$ cat config.mk
export PLATFORM = sky130hd
export DESIGN_NAME = prate_gen
export DESIGN_NICKNAME = d
export VERILOG_FILES = /design/src/rtl/prate_pkg.sv /design/src/rtl/prate_decode.sv /design/src/rtl/prate_restart.sv /design/src/rtl/prate_divider.sv /design/src/rtl/prate_gen.sv
export SDC_FILE = /design/constraint.sdc
export NUM_CORES = 1
export LEC_CHECK = 0
export BUFFER_PORTS_ARGS = -buffer_cell sky130_fd_sc_hd__buf_2
export CORE_AREA = 3 3 59 61
export CTS_CLUSTER_DIAMETER = 50
export DETAILED_ROUTE_END_ITERATION = 8
export DIE_AREA = 0 0 62 64
export GPL_TIMING_DRIVEN = 0
export PLACE_DENSITY = 0.76
export SETUP_SLACK_MARGIN = 0.15
export SYNTH_ARGS = -nofsm -noshare
export SYNTH_HDL_FRONTEND = slang
export SYNTH_SLANG_ARGS = --single-unit
$ cat constraint.sdc
create_clock -name clk -period 2.2 [get_ports clk]
set_input_delay 0.66 -clock clk [delete_from_list [all_inputs] [get_ports clk]]
set_output_delay 0.66 -clock clk [all_outputs]
set_load 0.01 [all_outputs]
$ cat src/rtl/prate_pkg.sv
package prate_pkg;

  // Status-byte positions that a tick asks the register file to set.
  localparam int IRQ_FLAG_BIT = 7;
  localparam int PER_FLAG_BIT = 6;

  // Divider terminal count for exponent code `code`: 2^(code-1) - 1.
  function automatic int unsigned term_for_code(input int unsigned code);
    if (code == 0) return 0;
    return (1 << (code - 1)) - 1;
  endfunction

endpackage

$ cat src/rtl/prate_decode.sv
module prate_decode #(
  parameter int SEL_W = 4,
  parameter int CNT_W = 14
) (
  input  logic [SEL_W-1:0] sel_i,
  input  logic             pie_i,
  output logic             active_o,
  output logic [CNT_W-1:0] term_o
);
  import prate_pkg::*;

  localparam int NUM_CODES = 1 << SEL_W;

  // One compare per nonzero code, each with a precomputed terminal count.
  logic [CNT_W-1:0] term_tbl [NUM_CODES];

  genvar g;
  generate
    for (g = 0; g < NUM_CODES; g++) begin : g_term
      assign term_tbl[g] = CNT_W'(term_for_code(g));
    end
  endgenerate

  always_comb begin
    term_o = '0;
    for (int i = 1; i < NUM_CODES; i++) begin
      if (sel_i == SEL_W'(i)) term_o = term_tbl[i];
    end
  end

  assign active_o = pie_i && (sel_i != '0);

endmodule

$ cat src/rtl/prate_restart.sv
module prate_restart #(
  parameter int SEL_W = 4
) (
  input  logic             clk,
  input  logic             rst_n,
  input  logic [SEL_W-1:0] sel_i,
  input  logic             pie_i,
  input  logic             wr_i,
  output logic             restart_o
);
  logic [SEL_W-1:0] sel_q;
  logic             pie_q;

  always_ff @(posedge clk) begin
    if (!rst_n) begin
      sel_q <= '0;
      pie_q <= 1'b0;
    end else begin
      sel_q <= sel_i;
      pie_q <= pie_i;
    end
  end

  assign restart_o = wr_i || (sel_i != sel_q) || (pie_i != pie_q);

endmodule

$ cat src/rtl/prate_divider.sv
module prate_divider #(
  parameter int CNT_W = 14
) (
  input  logic             clk,
  input  logic             rst_n,
  input  logic             clear_i,
  input  logic             run_i,
  input  logic             stb_i,
  input  logic [CNT_W-1:0] term_i,
  output logic             hit_o,
  output logic [CNT_W-1:0] cnt_o
);
  logic [CNT_W-1:0] cnt_q;
  logic             at_term;

  assign at_term = (cnt_q == term_i);
  assign hit_o   = run_i && !clear_i && stb_i && at_term;
  assign cnt_o   = cnt_q;

  always_ff @(posedge clk) begin
    if (!rst_n) begin
      cnt_q <= '0;
    end else if (clear_i || !run_i) begin
      cnt_q <= '0;
    end else if (stb_i) begin
      cnt_q <= at_term ? '0 : cnt_q + 1'b1;
    end
  end

endmodule

$ cat src/rtl/prate_gen.sv
module prate_gen #(
  parameter int SEL_W  = 4,
  parameter int FLAG_W = 8
) (
  input  logic              clk,
  input  logic              rst_n,
  input  logic              base_stb_i,
  input  logic [SEL_W-1:0]  rate_sel_i,
  input  logic              rate_wr_i,
  input  logic              pie_i,
  output logic              tick_o,
  output logic [FLAG_W-1:0] set_mask_o
);
  import prate_pkg::*;

  // Largest exponent is (2^SEL_W - 2), so that many counter bits suffice.
  localparam int CNT_W = (1 << SEL_W) - 2;
  localparam logic [FLAG_W-1:0] TICK_MASK =
    FLAG_W'((1 << IRQ_FLAG_BIT) | (1 << PER_FLAG_BIT));

  logic             active_w;
  logic [CNT_W-1:0] term_w;
  logic             restart_w;
  logic             hit_w;
  logic [CNT_W-1:0] cnt_w;

  prate_decode #(.SEL_W(SEL_W), .CNT_W(CNT_W)) u_dec (
    .sel_i    (rate_sel_i),
    .pie_i    (pie_i),
    .active_o (active_w),
    .term_o   (term_w)
  );

  prate_restart #(.SEL_W(SEL_W)) u_rst (
    .clk       (clk),
    .rst_n     (rst_n),
    .sel_i     (rate_sel_i),
    .pie_i     (pie_i),
    .wr_i      (rate_wr_i),
    .restart_o (restart_w)
  );

  prate_divider #(.CNT_W(CNT_W)) u_div (
    .clk     (clk),
    .rst_n   (rst_n),
    .clear_i (restart_w),
    .run_i   (active_w),
    .stb_i   (base_stb_i),
    .term_i  (term_w),
    .hit_o   (hit_w),
    .cnt_o   (cnt_w)
  );

  always_ff @(posedge clk) begin
    if (!rst_n) begin
      tick_o     <= 1'b0;
      set_mask_o <= '0;
    end else begin
      tick_o     <= hit_w;
      set_mask_o <= hit_w ? TICK_MASK : '0;
    end
  end

endmodule

==> run metrics, run 1 <==
status=complete, no violations; average wire length per cell after detail routing=12.2 um; CP cell instances=buf_2 > buf_4 > a21oi_4 > nor2_2 > a2111oi_4 > nand3_2 > o31ai_4 > buf_6 > nor2_2; proportion of synthesized flip-flops having asynchronous set or reset=0%; die width=around 62 um; Synth top area share=between 20 and 30%; number of routed nets with antenna violations=0; Initial Utilization=between 40 and 50%; number of diodes added for antenna fixing=0; Num CTS Buffers=3; number of max-slew violations in the final report=0; Critical Setup Path Class=in -> reg; area of the placeable core=between 3000 and 4000 um^2; global-route track usage on met2=23.7%; P&R area growth vs syn=19.4%; Post-Synthesis Cell Area=1340 um^2; first-iteration detailed-routing DRC count=37; Post-route DRC=0; area of all placed cells without fillers=roughly 1600 um^2; number of warnings reported in the yosys synthesis log=0; Post-synth EDFFs=0; setup slack at placement=-0.271 ns; die outline height=approximately 64 um; total design power=between 0.0007 and 0.0008 W; worst r2r path cells=8; Skew-Pair Late Insertion Delay=roughly 0.30 ns; Die Area=3970 um^2; Hold Vio Cnt, Final=0; worst vdd rail ir drop=0.423 mV; gate family responsible for the most delay along the worst path=compound AO/OA/AOI/OAI gates; setup clock skew after layout=between 0.005 and 0.006 ns; row count=20; wire length after detailed routing=around 2800 um; Vias/cell=around 5; fraction of met1 tracks used by global routing=between 10% and 20%; Total Routing Usage GR=between 10% and 20%; CP Capture Type=flop; CTS Sinks=20; data required time of the critical path=2.41 ns; global placer's final weighted congestion=about 0.86; Netlist cell types=41; setup-violating endpoint count in the final report=0; main flop type after synthesis=sky130_fd_sc_hd__dfxtp_1; top post-synthesis cells by area=sky130_fd_sc_hd__dfxtp_1 30%, sky130_fd_sc_hd__xor2_1 6.5%, sky130_fd_sc_hd__xnor2_1 5.2%; Leak=slightly below 0.6 nW; number of nets in the layout=195; total half-perimeter wirelength after legalization and detailed placement=roughly 2000 um; count of maximum capacitance violations=0; kind of start point of the critical path=input pin; slowest stage cell, crit path=sky130_fd_sc_hd__o31ai_4; hold-fix buffers at CTS=0; biggest cell delay along the critical path=0.34 ns; Pre-Repair DR Iteration Count=4; post-layout worst setup margin=~0.2 ns; DP Area=approximately 1500 um^2; number of cells traversed by the worst hold path=2; number of global-route vias before repair=around 1,000; share of post-route cells with drive strength above 1=between 20 and 30%; I/O pins=18; min Tclk post-route=2.00 ns; total number of vias=around 1,100; signal arrival time at the worst endpoint=~2.2 ns; Clock Root Buffer=sky130_fd_sc_hd__clkbuf_4; WP depth=9; library cell occupying the most area in the post-synthesis netlist=sky130_fd_sc_hd__dfxtp_1; final critical-path share of the clock period=approximately nine tenths; initial antenna violation count=0; grt ovf=0; post-synthesis instance total=between 150 and 200; unrepaired setup endpoints after global routing=true; power per cell area=483 nW/um^2; post-route core utilization=a little over half; type of the most critical hold path=reg -> reg; Post-Syn Area per Cell=between 8 and 9 um^2; most used cell, CP=sky130_fd_sc_hd__nor2_2; Synth Register Bits=20; Max Buffers Root-to-Sink=2; fillcell total=between 200 and 300; Critical Path Fanout Max=10; busiest layer in global routing=met2; Commonest cells post-synth=20 x sky130_fd_sc_hd__dfxtp_1, 16 x sky130_fd_sc_hd__nand2_1, 12 x sky130_fd_sc_hd__nor2_1, 11 x sky130_fd_sc_hd__nor2_2, 10 x sky130_fd_sc_hd__xor2_1; CTS H-tree lvls=1; most frequent cell after synthesis=sky130_fd_sc_hd__dfxtp_1; sequential fraction of the synthesis area=roughly 30%; met3 Usage GRT=a little over 4%; CP bufs+invs=3; global-route wire length before repair=around 4500 um; f_max=501 MHz; clock edge transition at the registers on the reported setup and hold paths=about 0.12 ns; count of buffers from port buffering=10; TritonCTS clock tree=done; largest net degree at the start of global routing=13
==> metrics by stage <==
step | hold slack (ns) | TNS [ns] | std cells
5_1_grt | 0.578 | 0 | 228
4_1_cts | 0.573 | 0 | 226
3_5_place_dp | 0.557 | -2.91 | 221
3_3_place_gp | 0.531 | -2.60 | 221
2_1_floorplan | 0.503 | 0 | 167
6_report | 0.570 | 0 | 228
==> layout by cell type, fill, tap and decap left out, types with 4 or more instances in the layout <==
| cell type | n |
|---|---|
| sky130_fd_sc_hd__a21oi_1 | 9 |
| sky130_fd_sc_hd__nand2_1 | 15 |
| sky130_fd_sc_hd__nor2_1 | 12 |
| sky130_fd_sc_hd__xnor2_1 | 8 |
| sky130_fd_sc_hd__nand3_1 | 5 |
| sky130_fd_sc_hd__and2_1 | 5 |
| sky130_fd_sc_hd__nand2b_1 | 4 |
| sky130_fd_sc_hd__nand4_1 | 4 |
| sky130_fd_sc_hd__nor2_2 | 11 |
| sky130_fd_sc_hd__xor2_1 | 10 |
| sky130_fd_sc_hd__buf_6 | 5 |
| sky130_fd_sc_hd__buf_2 | 9 |
| sky130_fd_sc_hd__clkbuf_4 | 4 |
| sky130_fd_sc_hd__dfxtp_1 | 20 |
| sky130_fd_sc_hd__conb_1 | 6 |
| sky130_fd_sc_hd__buf_4 | 11 |
==> flip-flops by register name (all words and copies together) (netlist names) <==
name,flops
set_mask_o,1
u_div.cnt_o,14
u_rst.pie_q,1
u_rst.sel_q,4
==> what timing repair did <==
| action | CTS | global route |
|---|---|---|
| setup buffers | 1 | 1 |
| pin swaps | 1 | 5 |
| gates resized for setup | 0 | 12 |
| setup endpoints to repair | 10 | 11 |
| gates cloned | 0 | 1 |
==> report_power, final <==
group	total [W]	internal, W	switching [W]
Sequential	0.000369	0.000367	0.00000190
Clock	0.000299	0.000184	0.000115
Combinational	0.000105	0.0000481	0.0000567
Total	0.000773	0.000599	0.000174
==> kinds of logic (layout without fill, tap and decap cells) <==
logic type	Yosys count	in the layout	synth area share (%)
other cells	1	6	0.280
fa+ha+maj	1	1	0.934
buf+inv	20	37	10.6
compound gates	28	28	16.2
simple gates	74	74	30.4
xor+xnor	18	18	11.8
flops	20	20	29.9
==> final cells by class <==
class / instances / area (um^2) / share of cell area (%)
clock inverter: 1 / 30.0 / 1.88
multi-input combinational: 127 / 851 / 53.2
sequential: 20 / 400 / 25.0
inverter: 3 / 11.3 / 0.704
buffer: 17 / 150 / 9.39
timing repair buffer: 13 / 78.8 / 4.93
tap: 44 / 55.1 / 3.44
clock buffer: 3 / 22.5 / 1.41
==> final timing paths <==
kind | start | to | slack [ns]
setup / recovery | rate_sel_i[3] | u_div.cnt_o[5] | 0.20
hold / removal | u_div.cnt_o[2] | u_div.cnt_o[2] | 0.57
setup reg to reg | u_div.cnt_o[4] | u_div.cnt_o[5] | 0.36
hold reg to reg | u_div.cnt_o[2] | u_div.cnt_o[2] | 0.57
==> worst min-delay path: cells and delay by family, from the launching register on <==
family	cells	cell delay (ns)
simple gates	1	0.09
flops	1	0.39
compound gates	1	0.06
==> layer usage <==
layer / vias up / part of all wire, %
met2: 23 / 50
met1: 528 / 46
met3: 2 / 3.9
met4: 0 / 0.43
met5: - / 0
li1: 588 / -
(Power assumes the default switching activity.)
==> run 2, diff against run 1 <==
Settings changed: ABC_AREA from default to 1, CORE_AREA 3 3 59 61 to 3 3 58 60, DIE_AREA 0 0 62 64 to 0 0 61 63.
==> run metrics, run 2 <==
global-route wire length before repair=4080 um (-10%); global placer's final weighted congestion=0.819 (-5.2%); grt ovf=0 (unchanged); setup-violating endpoint count in the final report=0 (unchanged); total half-perimeter wirelength after legalization and detailed placement=1900 um (-6.4%); wire length after detailed routing=2360 um (-15%); Netlist cell types=22 (-46%); kind of start point of the critical path=input pin; share of power burned in registers=55.0% (+7.3 points); Vias/cell=4.56 (-8.9%); most common cell after layout, fill and taps aside=sky130_fd_sc_hd__nand2_1; share of post-route cells with drive strength above 1=14.5% (-15 points); share of total power consumed by net switching=25.1% (+2.6 points); Initial Utilization=42.9% (-1.3 points); data required time of the critical path=2.40 ns (about the same); number of warnings reported in the yosys synthesis log=0 (unchanged); area taken by flip-flops and latches=400 um^2 (unchanged); Commonest cells post-synth=53 x sky130_fd_sc_hd__nand2_1, 30 x sky130_fd_sc_hd__nor2_1, 28 x sky130_fd_sc_hd__inv_1, 20 x sky130_fd_sc_hd__dfxtp_1, 16 x sky130_fd_sc_hd__nand3_1; Post-Synthesis Cell Area=1280 um^2 (-4.5%); post-cts gate resize count=0 (unchanged); setup slack at placement=0.0315 ns (+0.303 ns); number of setup buffers added after CTS=0 (-1); most frequent cell after synthesis=sky130_fd_sc_hd__nand2_1; fillcell total=308 (+4.1%); Post-synth EDFFs=0 (unchanged); P&R area growth vs syn=11.8%; final critical-path share of the clock period=83.3% (-7.4 points); number of flip-flops in the largest register=14 (unchanged); clock edge transition at the registers on the reported setup and hold paths=0.12 ns (about the same); status=complete, no violations; Critical Setup Path Class=in -> reg; first-iteration detailed-routing DRC count=41 (+11%); Synth top area share=31.3% (+1.4 points); critical register-to-register path startpoint=u_div.cnt_o[1]; Hold Vio Cnt, Final=0 (unchanged); f_max=546 MHz (+8.9%); setup slack of the most critical reg-to-reg path=0.56 ns (+0.20 ns); clock power share=32.2% (-6.5 points); top post-synthesis cells by area=sky130_fd_sc_hd__dfxtp_1 31%, sky130_fd_sc_hd__nand2_1 16%, sky130_fd_sc_hd__nor2_1 8.8%; Synth Register Bits=20 (unchanged); reported net switching power=0.000168 W (-3.2%); count of maximum capacitance violations=0 (unchanged); die outline height=63 um (-1.6%); Post-Syn Area per Cell=6.36 um^2 (-23%); number of nets in the layout=232 (+19%); DP Area=1390 um^2 (-6.2%); Clock Root Buffer=sky130_fd_sc_hd__clkbuf_4; min Tclk post-route=1.83 ns (-0.163 ns); timing startpoint of the critical path=rate_sel_i[1]; multi-input gate area in the final layout=709 um^2 (-17%); signal arrival time at the worst endpoint=2.03 ns (-0.18 ns); hold-fix buffers at CTS=0 (unchanged); Comb power frac=12.8% (-0.8 points); power per cell area=469 nW/um^2 (-2.9%); main flop type after synthesis=sky130_fd_sc_hd__dfxtp_1; number of routed nets with antenna violations=0 (unchanged); worst vdd rail ir drop=0.247 mV (-41%); largest net degree at the start of global routing=12 (-1); Critical Path Fanout Max=10 (unchanged); Worst setup endpoint=u_div.cnt_o[5]; setup clock skew after layout=0.0112 ns (+0.00534 ns); CTS Sinks=20 (unchanged); Die Area=3840 um^2 (-3.2%); initial antenna violation count=0 (unchanged); library cell occupying the most area in the post-synthesis netlist=sky130_fd_sc_hd__dfxtp_1; post-layout worst setup margin=0.367 ns (+0.163 ns); Total Routing Usage GR=13.6% (-1.3 points); tightest hold margin=0.547 ns (-0.0222 ns); internal power component=0.000503 W (-16%); die width=61 um (-1.6%); Fin Setup TNS=0 ns (unchanged); TritonCTS clock tree=done; Pre-Repair DR Iteration Count=4 (unchanged); I/O pins=18 (unchanged); post-synthesis instance total=201 (+24%); CP Capture Type=flop; Skew-Pair Late Insertion Delay=0.31 ns (about the same); Leak=0.674 nW (+15%); area of the placeable core=2980 um^2 (-1.7%); row count=20 (unchanged); average wire length per cell after detail routing=9.29 um (-24%); count of buffers from port buffering=11 (+1); sequential fraction of the synthesis area=31.3% (+1.4 points); unrepaired setup endpoints after global routing=false; type of the most critical hold path=in -> reg; total number of vias=1,158 (+1.5%); Max Buffers Root-to-Sink=2 (unchanged); Post-route DRC=0 (unchanged); CTS H-tree lvls=1 (unchanged); reg-to-reg critical path endpoint=u_div.cnt_o[12]; proportion of synthesized flip-flops having asynchronous set or reset=0% (unchanged); area of all placed cells without fillers=1430 um^2 (-11%); worst r2r path cells=8 (unchanged); number of global-route vias before repair=959 (-7.4%); number of diodes added for antenna fixing=0 (unchanged); commonest non-fill, non-tap cells in the layout=53 x sky130_fd_sc_hd__nand2_1, 30 x sky130_fd_sc_hd__nor2_1, 28 x sky130_fd_sc_hd__inv_1; Num CTS Buffers=3 (unchanged); number of max-slew violations in the final report=0 (unchanged)
==> run 2: cells by family after synthesis <==
| logic type | Yosys count | synth area share [%] |
|---|---|---|
| flops | 20 | 31.3 |
| simple gates | 117 | 39.3 |
| other cells | 1 | 0.293 |
| compound gates | 8 | 3.13 |
| fa+ha+maj | 1 | 0.978 |
| buf+inv | 39 | 14.7 |
| xor+xnor | 15 | 10.3 |
==> run 2: worst min path at each step <==
stage | cells after the start | startpoint | slack, ns | endpoint
after floorplan | 2 | u_div.cnt_o[1] | 0.49 | u_div.cnt_o[1]
after global placement | 2 | u_div.cnt_o[1] | 0.51 | u_div.cnt_o[1]
after detailed placement | 2 | u_div.cnt_o[1] | 0.52 | u_div.cnt_o[1]
after CTS | 2 | u_div.cnt_o[1] | 0.54 | u_div.cnt_o[1]
after global routing | 3 | pie_i | 0.57 | u_rst.pie_q
final | 3 | pie_i | 0.55 | u_rst.pie_q
==> run 2: critical path, stage by stage <==
cell	delay, ns
sky130_fd_sc_hd__buf_2	0.13
sky130_fd_sc_hd__nor2_1	0.24
sky130_fd_sc_hd__nand2_1	0.12
sky130_fd_sc_hd__nand3_1	0.09
sky130_fd_sc_hd__nand2_1	0.06
sky130_fd_sc_hd__nor2_1	0.08
sky130_fd_sc_hd__nand2_1	0.06
sky130_fd_sc_hd__nor2_1	0.16
sky130_fd_sc_hd__nand3_2	0.14
sky130_fd_sc_hd__nand2_2	0.10
sky130_fd_sc_hd__buf_6	0.14
sky130_fd_sc_hd__nor2_1	0.05
==> run 2: final cells by class <==
type	instances	area share [%]
sequential	20	28.0
multi-input combinational	147	49.6
buffer	10	5.51
tap	33	2.89
clock buffer	4	2.54
inverter	29	7.61
timing repair buffer	11	3.85
==> run 2: layer usage <==
metal  track usage, %  routed length, um  vias to the layer above
met5                0                  0                        -
met4             6.50                 59                        0
met3             1.24                 41                        5
met2             20.2               1080                       11
met1             19.1               1180                      496
li1                 -                  -                      646
==> run 2: power by group through the flow <==
stage               Sequential (W)  Combinational (W)  Clock, W
finish                    0.000369          0.0000862  0.000216
global route              0.000369          0.0000978  0.000239
CTS                       0.000369          0.0000862  0.000226
detailed placement        0.000377          0.0000859         0
global placement          0.000377          0.0000843         0
floorplan                 0.000377          0.0000631         0
==> run 2: metrics by stage <==
| stage | power, W | utilization (%) | cells |
|---|---|---|---|
| after floorplan | 0.000440 | - | 206 |
| after global placement | 0.000461 | 46.8 | 250 |
| after detailed placement | 0.000463 | 46.8 | 250 |
| after CTS | 0.000681 | 48.0 | 254 |
| after global routing | 0.000707 | 48.0 | 254 |
| final | 0.000671 | 48.0 | 254 |
